**src/rtl/dcc_pkg.sv**
```systemverilog
package dcc_pkg;
  typedef enum logic [1:0] {
    ST_IDLE   = 2'b00,
    ST_ACTIVE = 2'b01,
    ST_PAUSED = 2'b10
  } chan_st_t;

  typedef enum logic [1:0] {
    OP_COPY = 2'b00,
    OP_XOR  = 2'b01,
    OP_CRC  = 2'b10,
    OP_RSVD = 2'b11
  } op_mode_t;

  typedef enum logic [1:0] {
    RC_OK    = 2'b00,
    RC_STATE = 2'b01,
    RC_PTR   = 2'b10
  } resp_code_t;

  typedef enum logic [2:0] {
    CMD_NONE    = 3'd0,
    CMD_START   = 3'd1,
    CMD_RESTART = 3'd2,
    CMD_PAUSE   = 3'd3,
    CMD_STOP    = 3'd4
  } cmd_t;
endpackage

```
**src/rtl/dcc_cmd_arb.sv**
```systemverilog
module dcc_cmd_arb
  import dcc_pkg::*;
(
  input  logic cmd_start,
  input  logic cmd_stop,
  input  logic cmd_pause,
  input  logic cmd_restart,
  output cmd_t cmd_sel
);
  // Fixed priority: stop, pause, restart, start
  always_comb begin
    if (cmd_stop)         cmd_sel = CMD_STOP;
    else if (cmd_pause)   cmd_sel = CMD_PAUSE;
    else if (cmd_restart) cmd_sel = CMD_RESTART;
    else if (cmd_start)   cmd_sel = CMD_START;
    else                  cmd_sel = CMD_NONE;
  end
endmodule

```
**src/rtl/dcc_ptr_check.sv**
```systemverilog
module dcc_ptr_check
  import dcc_pkg::*;
#(
  parameter int PTR_W        = 32,
  parameter int WIDE_ALIGN   = 6,
  parameter int NARROW_ALIGN = 5
) (
  input  logic [1:0]       mode,
  input  logic [PTR_W-1:0] ptr,
  output logic             ptr_ok
);
  localparam logic [PTR_W-1:0] WIDE_MASK   = PTR_W'((64'd1 << WIDE_ALIGN) - 64'd1);
  localparam logic [PTR_W-1:0] NARROW_MASK = PTR_W'((64'd1 << NARROW_ALIGN) - 64'd1);

  logic             low_clear;
  logic             mode_known;
  logic             non_null;

  generate
    if (WIDE_ALIGN == NARROW_ALIGN) begin : g_one_rule
      assign low_clear = ((ptr & NARROW_MASK) == '0);
    end else begin : g_two_rules
      logic [PTR_W-1:0] sel_mask;
      always_comb begin
        if (op_mode_t'(mode) == OP_XOR) sel_mask = WIDE_MASK;
        else                            sel_mask = NARROW_MASK;
      end
      assign low_clear = ((ptr & sel_mask) == '0);
    end
  endgenerate

  assign mode_known = (op_mode_t'(mode) != OP_RSVD);
  assign non_null   = (ptr != '0);
  assign ptr_ok     = low_clear && mode_known && non_null;
endmodule

```
**src/rtl/dcc_cfg_regs.sv**
```systemverilog
module dcc_cfg_regs #(
  parameter int PTR_W = 32
) (
  input  logic             clk,
  input  logic             rst,
  input  logic             we,
  input  logic [1:0]       mode_in,
  input  logic [PTR_W-1:0] ptr_in,
  input  logic             chan_active,
  output logic [1:0]       mode_q,
  output logic [PTR_W-1:0] ptr_q,
  output logic             busy_q
);
  always_ff @(posedge clk) begin
    if (rst) begin
      mode_q <= '0;
      ptr_q  <= '0;
      busy_q <= 1'b0;
    end else begin
      busy_q <= we && chan_active;
      if (we && !chan_active) begin
        mode_q <= mode_in;
        ptr_q  <= ptr_in;
      end
    end
  end
endmodule

```
**src/rtl/dcc_state_fsm.sv**
```systemverilog
module dcc_state_fsm
  import dcc_pkg::*;
(
  input  logic       clk,
  input  logic       rst,
  input  cmd_t       cmd_sel,
  input  logic       done,
  input  logic       ptr_ok,
  output chan_st_t   state_q,
  output logic       resp_valid_q,
  output logic       resp_ok_q,
  output resp_code_t resp_code_q
);
  chan_st_t   nxt;
  resp_code_t code;

  always_comb begin
    nxt  = state_q;
    code = RC_OK;
    if (state_q == ST_ACTIVE && done) begin
      nxt  = ST_IDLE;
      code = RC_STATE;
    end else begin
      unique case (cmd_sel)
        CMD_STOP: begin
          if (state_q == ST_ACTIVE)    nxt  = ST_IDLE;
          else if (state_q != ST_IDLE) code = RC_STATE;
        end
        CMD_PAUSE: begin
          if (state_q == ST_ACTIVE) nxt  = ST_PAUSED;
          else                      code = RC_STATE;
        end
        CMD_RESTART: begin
          if (state_q == ST_PAUSED) nxt  = ST_ACTIVE;
          else                      code = RC_STATE;
        end
        CMD_START: begin
          if (state_q == ST_ACTIVE) code = RC_STATE;
          else if (!ptr_ok)         code = RC_PTR;
          else                      nxt  = ST_ACTIVE;
        end
        default: code = RC_OK;
      endcase
    end
    if (cmd_sel == CMD_NONE) code = RC_OK;
  end

  always_ff @(posedge clk) begin
    if (rst) begin
      state_q      <= ST_IDLE;
      resp_valid_q <= 1'b0;
      resp_ok_q    <= 1'b0;
      resp_code_q  <= RC_OK;
    end else begin
      state_q      <= nxt;
      resp_valid_q <= (cmd_sel != CMD_NONE);
      resp_ok_q    <= (cmd_sel != CMD_NONE) && (code == RC_OK);
      resp_code_q  <= code;
    end
  end
endmodule

```
**src/rtl/dma_chan_ctrl.sv**
```systemverilog
module dma_chan_ctrl
  import dcc_pkg::*;
#(
  parameter int PTR_W        = 32,
  parameter int WIDE_ALIGN   = 6,
  parameter int NARROW_ALIGN = 5
) (
  input  logic             clk,
  input  logic             rst,
  input  logic             cmd_start,
  input  logic             cmd_stop,
  input  logic             cmd_pause,
  input  logic             cmd_restart,
  input  logic             xfer_done,
  input  logic             cfg_we,
  input  logic [1:0]       cfg_mode,
  input  logic [PTR_W-1:0] cfg_ptr,
  output logic [1:0]       status,
  output logic             resp_valid,
  output logic             resp_ok,
  output logic [1:0]       resp_code,
  output logic             cfg_busy,
  output logic [1:0]       mode_q,
  output logic [PTR_W-1:0] ptr_q
);
  cmd_t       cmd_sel;
  chan_st_t   st;
  resp_code_t code_q;
  logic       ptr_ok;

  dcc_cmd_arb u_arb (
    .cmd_start   (cmd_start),
    .cmd_stop    (cmd_stop),
    .cmd_pause   (cmd_pause),
    .cmd_restart (cmd_restart),
    .cmd_sel     (cmd_sel)
  );

  dcc_cfg_regs #(.PTR_W(PTR_W)) u_cfg (
    .clk         (clk),
    .rst         (rst),
    .we          (cfg_we),
    .mode_in     (cfg_mode),
    .ptr_in      (cfg_ptr),
    .chan_active (st == ST_ACTIVE),
    .mode_q      (mode_q),
    .ptr_q       (ptr_q),
    .busy_q      (cfg_busy)
  );

  dcc_ptr_check #(
    .PTR_W        (PTR_W),
    .WIDE_ALIGN   (WIDE_ALIGN),
    .NARROW_ALIGN (NARROW_ALIGN)
  ) u_chk_ptr (
    .mode   (mode_q),
    .ptr    (ptr_q),
    .ptr_ok (ptr_ok)
  );

  dcc_state_fsm u_fsm (
    .clk          (clk),
    .rst          (rst),
    .cmd_sel      (cmd_sel),
    .done         (xfer_done),
    .ptr_ok       (ptr_ok),
    .state_q      (st),
    .resp_valid_q (resp_valid),
    .resp_ok_q    (resp_ok),
    .resp_code_q  (code_q)
  );

  assign status    = st;
  assign resp_code = code_q;
endmodule

```
**config.mk**
```make
export PLATFORM = sky130hd
export DESIGN_NAME = dma_chan_ctrl
export DESIGN_NICKNAME = d
export VERILOG_FILES = /design/src/rtl/dcc_pkg.sv /design/src/rtl/dcc_cmd_arb.sv /design/src/rtl/dcc_ptr_check.sv /design/src/rtl/dcc_cfg_regs.sv /design/src/rtl/dcc_state_fsm.sv /design/src/rtl/dma_chan_ctrl.sv
export SDC_FILE = /design/constraint.sdc
export NUM_CORES = 1
export LEC_CHECK = 0
export ABC_AREA = 1
export BUFFER_PORTS_ARGS = -buffer_cell sky130_fd_sc_hd__buf_2
export CORE_MARGIN = 4
export CORE_UTILIZATION = 48
export DETAILED_ROUTE_END_ITERATION = 8
export PLACE_DENSITY_LB_ADDON = 0.08
export RECOVER_POWER = 25
export SLEW_MARGIN = 20
export SYNTH_ARGS = -nofsm -noshare
export SYNTH_HDL_FRONTEND = slang
export SYNTH_HIERARCHICAL = 1
export SYNTH_SLANG_ARGS = --single-unit
```
**constraint.sdc**
```tcl
create_clock -name clk -period 1.75 [get_ports clk]
set_input_delay 0.0875 -clock clk [delete_from_list [all_inputs] [get_ports clk]]
set_output_delay 0.0875 -clock clk [all_outputs]
set_load 0.02 [all_outputs]
```
* Word-level counts from Yosys, hierarchy flattened
Index checks and enable logic that the tools add are counted.
** Operators by class
- $add $sub $neg :: 0
- Multiply operators :: 0
- Div/mod/pow operators :: 0
- Order comparisons :: 0
- Equal/unequal tests :: 13
- Shift-type cells :: 0
- Mux-type cells :: 20
- Bitwise operators :: 1
- Reductions and logical operators :: 16
** Operator list (number)
- 32-bit by 6-bit AND with 32-bit output :: 1
- 32-bit logical NOT :: 1
- 32-bit nonzero test :: 1
- 2-bit 2-to-1 mux :: 10
- 2-bit case mux with 4 select lines :: 2
- 3-bit 2-to-1 mux :: 3
- 2-bit inequality test (second input constant) :: 4
- 3-bit by 2-bit == test with 1-bit output (second input constant) :: 2
- 1-bit logical AND :: 6
- 6-bit 2-to-1 mux :: 1
- 6-bit AND reduction :: 1
- 2-bit by 1-bit == test with 1-bit output (second input constant) :: 2
- 1-bit 2-to-1 mux :: 4
- 2-bit by 1-bit inequality test with 1-bit output (second input constant) :: 2
- 4-bit nonzero test :: 1
- 3-bit by 1-bit == test with 1-bit output (second input constant) :: 1
- 3-bit == test (second input constant) :: 1
- 3-bit logical NOT :: 1
- 3-bit nonzero test :: 1
- 2-bit == test (second input constant) :: 1
- 2-bit logical NOT :: 1
- 2-bit nonzero test :: 1
- 2-bit OR reduction :: 1
- 1-bit logical NOT :: 1
** Word-level totals
- Register bits after elaboration :: 41
- Bits in latches :: 0
- Memory bits (writable) :: 0
- ROM bits :: 0
- Input bits :: 42
- Memories :: 0

* Logic depth before layout (Yosys ltp)
Gate-level depths: netlist of the first run.
- Depth after elaboration :: 13
- Depth in mapped cells :: 11
- Depth with buffers taken out :: 11

* Modules after synthesis
The synthesis of the first run kept the hierarchy.
** By module, submodules not included
- dcc_cfg_regs :: times used 1, cells each 223, area each 1480.2 um^2, sequential area each 700.7 um^2
- dcc_state_fsm :: times used 1, cells each 57, area each 341.6 um^2, sequential area each 120.1 um^2
- dcc_ptr_check :: times used 1, cells each 35, area each 135.1 um^2, sequential area each 0.0 um^2
- dcc_cmd_arb :: times used 1, cells each 6, area each 35.0 um^2, sequential area each 0.0 um^2
- dma_chan_ctrl :: times used 1, cells each 2, area each 10.0 um^2, sequential area each 0.0 um^2

* Least setup slack after synthesis of the first run
OpenSTA, ideal clock, no wires.
- Kind :: reg2reg
- Start point :: register u_cfg.ptr_q[3]
- End point :: register u_fsm.state_q[1]
- Library setup time :: 0.115 ns
- Arrival time :: 1.193 ns
- Data required time :: 1.635 ns
- Slack :: 0.442 ns
- Stages on the path, launching flop included :: 11
- Period minus slack after synthesis :: 1.308 ns
- Cell sequence :: dfxtp_1 nor2_1 nand2_1 nor2_1 nand2_1 nor2_1 nor2_1 nor2_1 nor2_2 a21oi_1 nor2_1
** On the way
- Cells in the longest elaborated chain, start to end :: 6
- Elaborated cells between the ends (all ways) :: 7
** RTL lines
- start, declared :: RTL line dcc_cfg_regs.sv:11 : output logic [PTR_W-1:0] ptr_q,
- start signal, assigned :: RTL line dcc_cfg_regs.sv:23 : ptr_q <= ptr_in;
- 32-bit by 6-bit AND with 32-bit output :: RTL line dcc_ptr_check.sv:28 : assign low_clear = ((ptr & sel_mask) == '0);
- 32-bit logical NOT :: RTL line dcc_ptr_check.sv:28
- 1-bit logical AND :: RTL line dcc_ptr_check.sv:34 : assign ptr_ok = low_clear && mode_known && non_null;
- 1-bit logical AND (*) :: RTL line dcc_ptr_check.sv:34
- net ptr_ok :: RTL line dma_chan_ctrl.sv:29 : logic ptr_ok;
- 2-bit by 1-bit inequality test with 1-bit output (no source line) (*)
- 6-bit AND reduction (no source line) (*)
- end signal, assigned :: RTL line dcc_state_fsm.sv:55 : state_q <= nxt;
- end, declared :: RTL line dcc_state_fsm.sv:9 : output chan_st_t state_q,
The timed path passes the listed nets; every way through them passes the cells marked *.
A chain may end at the register's enable or synchronous reset.

* Final worst setup path of the first run
- Start point :: register u_cfg.ptr_q[1]
- End point :: register u_fsm.state_q[1]
Same word-level chain as after synthesis.

==> results.json, run 1 <==
{
  "status": "completed",
  "grt_pass1_wl_um": 7840,
  "synth_cell_type_count": 19,
  "grt-busiest-layer": "met2",
  "synth_area_per_cell_um2": 6.20,
  "die_area_um2": 5270,
  "clkSinkCount": 41,
  "clk_path_buf_depth": 2,
  "vias_per_cell": 4.62,
  "hpwlAfterDp_um": 3430,
  "r2r_start": "u_cfg/ptr_q[1]",
  "die_height_um": 72.6,
  "hold_end": "u_fsm/resp_code_q[1]",
  "drt.antenna.violating_nets": 0,
  "grt_pass1_vias": 1849,
  "post_cts_resized": 0,
  "use_met3_pct": 6.34,
  "ir_worst_vdd_uv": 503,
  "final.setup.tns_ns": 0,
  "setup-violations-final": 0,
  "arrival_ns": 1.62,
  "placementRows": 23,
  "ys_warn_count": 6,
  "ff_latch_area_um2": 821,
  "p_sw_uw": 806,
  "slew_headroom_pct": 48.7,
  "critPathLaunchType": "register",
  "start_util_pct": 49.7,
  "dr.pass1.iters": 4,
  "r2r-end": "u_fsm/state_q[1]",
  "die_w_um": 72.6,
  "root_buffer": "clkbuf_8",
  "r2r_slack_ns": 0.30,
  "yosysSeqAreaShare_pct": 41.0,
  "gr-usage-all-layers_pct": 18.4,
  "drt-initial-drc-count": 98,
  "n_fill_cell": 431,
  "wire_per_inst_um": 10.7,
  "power_uw": 2520,
  "synth_seq_cells": 41,
  "rsz0062_at_grt": "no",
  "finalCritPeriodShare_pct": 82.8,
  "final_common_cell": "nor2_1",
  "syn_inst": 323,
  "p_per_area_nw_per_um2": 1010,
  "cts_tree": "built",
  "netlist_area_um2": 2000,
  "share_comb_of_total_power_pct": 25.4,
  "grtUsageMet2_pct": 31.3,
  "drt-total-wl_um": 4810,
  "sw_frac_of_total_pct": 32.0,
  "power_frac_clock_pct": 31.0,
  "dpl.cell_count": 443,
  "period_minus_slack_ns": 1.45,
  "crit_fanout": 4,
  "cts_hold_buf": 0,
  "cp_data_required_time_ns": 1.93,
  "worst_hold_slack_ns": 0.0298,
  "drive_above_1_share_pct": 20.9,
  "hold_path_depth": 2,
  "p_seq_share_pct": 43.6,
  "synthToLayoutAreaGrowth_pct": 24.9,
  "io_buffers": 82,
  "vias": 2084,
  "numCtsBuffers": 5,
  "syn-num-nets": 365,
  "final-max-slew-violation-count": 0,
  "fmax_ghz": 0.691,
  "criticalPathCategory": "register to register",
  "hold_viol": 0,
  "rr_worst_depth": 10,
  "multiInputGateArea_um2": 920,
  "tightest_slew_ns": 0.768,
  "worstHoldStart": "rst",
  "grt_overflow": 0,
  "end_kind": "register",
  "fin_util_pct": 62.1,
  "grt_antenna_before_repair": 0,
  "p_leak_uw": 0.00142,
  "final_nets": 442,
  "ioPinCount": 83,
  "drcViolationCount": 0,
  "hp-class": "primary input to register",
  "clock_skew_ns": 0.00584,
  "num_antenna_cells": 0,
  "gr-usage-met1_pct": 22.3,
  "clk_pin_slew_ns": 0.08,
  "core_area_um2": 4030,
  "layout.cells.non_filler": 451,
  "grt_max_degree": 36,
  "post-cts-setup-buffer-count": 0,
  "htree_levels": 2,
  "p_int_uw": 1710,
  "worstSkewPairLatency_ns": 0.29,
  "place.gp.congestion": 0.902,
  "layout_common_cells": "101 x nor2_1, 63 x buf_2, 61 x nand2_1",
  "cap_violations": 0
}
-- layout make-up --
cell class / count / area share (%)
Clock buffer: 7 / 3.45
Timing Repair Buffer: 84 / 16.1
Clock inverter: 1 / 1.20
Sequential cell: 41 / 32.8
Multi-Input combinational cell: 220 / 36.8
Inverter: 48 / 7.20
Tap cell: 50 / 2.50
-- flip-flops by register name, indices dropped and copies added (netlist names) --
register and flops:
u_cfg/ptr_q 32, u_cfg/mode_q 2, u_fsm/resp_code_q 2, u_fsm/state_q 2, u_cfg/busy_q 1, u_fsm/resp_ok_q 1
u_fsm/resp_valid_q 1
-- cell families (layout without fill, tap and decap cells) --
logic type	after synthesis	after routing	synth area share [%]
AO/OA/AOI/OAI	8	8	2.31
buffers and inverters	62	140	12.9
flip-flops	41	41	41.0
AND/OR/NAND/NOR	212	212	43.7
-- per-layer routing --
| metal | vias up | share of wire (%) |
|---|---|---|
| met5 | - | 0 |
| met4 | 0 | 0.79 |
| met3 | 7 | 8.2 |
| met2 | 63 | 45 |
| met1 | 896 | 46 |
| li1 | 1118 | - |
-- through the flow --
step                      area (um2)  setup WS [ns]
after floorplan                 2000          0.442
after global placement          2410          0.341
after detailed placement        2410          0.288
after CTS                       2530          0.264
after global routing            2500          0.125
final                           2500          0.302
-- critical path, stage by stage (launching register included) --
cell and delay [ns]:
dfxtp_1 0.33, nor2_1 0.11, nand2_1 0.09, nor2_1 0.11
nand2_1 0.05, nor2_1 0.12, nor2_1 0.06, nor2_1 0.15
nor2_2 0.08, a21oi_1 0.15, nor2_1 0.07
-- worst max path at each step --
stage	start	to	slack, ns	depth (start not counted)
final	u_cfg/ptr_q[1]	u_fsm/state_q[1]	0.30	10
after global routing	u_fsm/state_q[1]	u_cfg/mode_q[1]	0.12	4
after CTS	u_cfg/ptr_q[1]	u_fsm/state_q[1]	0.26	10
after detailed placement	u_cfg/ptr_q[1]	u_fsm/state_q[1]	0.29	10
after global placement	u_cfg/ptr_q[1]	u_fsm/state_q[1]	0.34	10
after floorplan	u_cfg/ptr_q[3]	u_fsm/state_q[1]	0.44	10
-- cell usage after synthesis (all sizes together) --
cell      n  area share (%)
clkbuf    2            0.38
nor2    107              21
nand2    63              12
dfxtp    41              41
inv      47             8.8
nor3      1            0.25
buf      12             3.6
clkinv    1            0.19
a21boi    1            0.38
a21oi     5             1.4
nand3    41              10
o21ai     2            0.50
-- power by group through the flow --
stage / logic [uW] / registers (uW) / clock network [uW]
CTS: 657 / 1100 / 803
detailed placement: 655 / 1120 / 0
global route: 721 / 1110 / 840
global placement: 648 / 1120 / 0
floorplan: 345 / 1230 / 0
finish: 639 / 1100 / 780
No activity file was read; power rests on OpenSTA's default activity.
==> run 2, diff against run 1 <==
--- a/config.mk
+++ b/config.mk
@@ -8,7 +8,7 @@
 export ABC_AREA = 1
 export BUFFER_PORTS_ARGS = -buffer_cell sky130_fd_sc_hd__buf_2
 export CORE_MARGIN = 4
-export CORE_UTILIZATION = 48
+export CORE_UTILIZATION = 43
 export DETAILED_ROUTE_END_ITERATION = 8
 export PLACE_DENSITY_LB_ADDON = 0.08
 export RECOVER_POWER = 25
==> constraint.sdc (replaced) <==
create_clock -name clk -period 1.3 [get_ports clk]
set_input_delay 0.065 -clock clk [delete_from_list [all_inputs] [get_ports clk]]
set_output_delay 0.065 -clock clk [all_outputs]
set_load 0.02 [all_outputs]
==> run 2 against run 1 <==
Combinational power rose by 67%. Critical path depth is the same. Sequential share of layout area fell by 3.1 points. Worst setup slack worse by 0.32 ns. Design area up 12%. First-iteration DRC count rose by 2.0%. Global-route usage decreased by 0.45 points. Die area increased by 10%. Utilization increased by 0.67 points. The run now ends with negative setup slack left. Critical path type unchanged.
==> results.json, run 2 (same netlist as run 1, synthesis figures left out) <==
{
  "gr-usage-met1_pct": 23.0,
  "vias_per_cell": 4.52,
  "drt-initial-drc-count": 100,
  "clk_path_buf_depth": 2,
  "clock_skew_ns": 0.00185,
  "hpwlAfterDp_um": 3790,
  "critPathMaxStageDelay_ns": 0.33,
  "htree_levels": 2,
  "core_area_um2": 4440,
  "final_nets": 472,
  "grt_pass1_wl_um": 8780,
  "slew_headroom_pct": 72.9,
  "gr-usage-all-layers_pct": 17.9,
  "ir_worst_vdd_uv": 816,
  "r2r_start": "u_cfg/ptr_q[7]",
  "rr_worst_depth": 10,
  "final-max-slew-violation-count": 0,
  "dpl.cell_count": 472,
  "grt_overflow": 0,
  "slowest_stage": "dfxtp_2",
  "drt-total-wl_um": 5200,
  "dpl_cell_area_um2": 2650,
  "numCtsBuffers": 5,
  "root_buffer": "clkbuf_8",
  "p_per_area_nw_per_um2": 1240,
  "worstSkewPairLatency_ns": 0.29,
  "drcViolationCount": 0,
  "start_util_pct": 45.0,
  "ioPinCount": 83,
  "cp_data_required_time_ns": 1.49,
  "stdcell_area_um2": 2790,
  "hold_viol": 0,
  "tightest_slew_ns": 0.404,
  "placementRows": 24,
  "end_kind": "register",
  "clkSinkCount": 41,
  "finalWorstSetupSlack_ns": -0.0195,
  "criticalPathCategory": "register to register",
  "cap_violations": 0,
  "wire_per_inst_um": 10.8,
  "worst_hold_slack_ns": 0.0196,
  "r2r-end": "u_fsm/state_q[1]",
  "r2r_slack_ns": -0.02,
  "grt_antenna_before_repair": 0,
  "grt-busiest-layer": "met2",
  "n_fill_cell": 449,
  "setup-violations-final": 2,
  "hp-class": "primary input to register",
  "vias": 2181,
  "arrival_ns": 1.51,
  "grt_max_degree": 24,
  "grtUsageMet2_pct": 29.2,
  "top_register": "u_cfg/ptr_q",
  "drive_above_1_share_pct": 31.1,
  "layout_common_cells": "93 x nor2_1, 66 x buf_2, 60 x nand2_1",
  "synthToLayoutAreaGrowth_pct": 39.3,
  "power_uw": 3450,
  "fmax_ghz": 0.758,
  "status": "complete, but fails checks",
  "place.gp.congestion": 0.794,
  "cpMostUsedCell": "nor2_2",
  "period_minus_slack_ns": 1.32,
  "critPathLaunchType": "register",
  "fin_util_pct": 62.8,
  "drt.antenna.violating_nets": 0,
  "violations": "negative setup slack",
  "dr.pass1.iters": 4,
  "cts_hold_buf": 0,
  "worstHoldStart": "rst",
  "rsz0062_at_grt": "yes",
  "num_antenna_cells": 0,
  "hold_path_depth": 2,
  "io_buffers": 82,
  "final_common_cell": "nor2_1",
  "cts_tree": "built",
  "layout.cells.non_filler": 483,
  "die_area_um2": 5810,
  "largest_register_ffs": 32,
  "hold_end": "u_fsm/resp_code_q[1]",
  "grt_pass1_vias": 2016,
  "use_met3_pct": 5.79,
  "p_leak_uw": 0.00159,
  "finalCritPeriodShare_pct": 102,
  "crit_chain": "nor2_2 -> nand2_1 -> nor2_2 -> nand2_1 -> nor2_2 -> nor2_1 -> nor2_2 -> nor2_2 -> a21oi_1 -> nor2_1",
  "die_height_um": 76.2,
  "die_w_um": 76.2,
  "clk_pin_slew_ns": 0.08,
  "crit_fanout": 4
}
==> run 2: worst max path at each step <==
stage	to	startpoint	slack (ns)	cells past startpoint
2_1_floorplan	u_fsm/state_q[1]	u_cfg/ptr_q[3]	0.006	10
3_3_place_gp	u_fsm/state_q[1]	u_cfg/ptr_q[1]	-0.1	10
3_5_place_dp	u_fsm/state_q[1]	u_cfg/ptr_q[1]	-0.10	10
4_1_cts	u_fsm/state_q[0]	u_cfg/ptr_q[10]	-0.07	10
5_1_grt	u_fsm/state_q[0]	u_cfg/ptr_q[1]	-0.17	10
6_report	u_fsm/state_q[1]	u_cfg/ptr_q[7]	-0.02	10
==> run 2: metal layers <==
| metal | up-vias | routed length (um) |
|---|---|---|
| met2 | 60 | 2350 |
| met4 | 0 | 67 |
| met5 | - | 0 |
| met1 | 936 | 2450 |
| met3 | 8 | 331 |
| li1 | 1177 | - |
==> run 2: cell type report <==
class | count | area (um2) | area share (%)
clock inverters | 1 | 5.00 | 0.179
well taps | 52 | 65.1 | 2.33
flip-flops and latches | 41 | 828 | 29.7
multi-input cells | 220 | 946 | 33.9
repair buffers | 114 | 668 | 24.0
clock buffers | 7 | 96.3 | 3.45
inverters | 48 | 180 | 6.46
==> run 2: critical path: cells and delay by family (launching register included) <==
kind	cells	cell delay (ns)
AOI/OAI and AO/OA	1	0.14
DFF	1	0.33
and+or+nand+nor	9	0.76
==> run 2: where the power goes <==
part	internal, uW	switching (uW)
combinational	438	628
clock	480	433
sequential	1390	82.1
total	2310	1140
==> run 2: what timing repair did <==
item                       in CTS  in global routing
gates resized for setup         6                  9
pin swaps                      16                  8
setup buffers                   2                  1
gates cloned                    0                  0
setup endpoints to repair       4                  6
==> run 2: per-stage QoR <==
| step | worst slack, ns | setup TNS [ns] |
|---|---|---|
| final | -0.0195 | -0.0368 |
| after global routing | -0.167 | -0.512 |
| after CTS | -0.0723 | -0.146 |
| after detailed placement | -0.103 | -0.236 |
| after global placement | -0.0986 | -0.239 |
| after floorplan | 0.00633 | 0 |
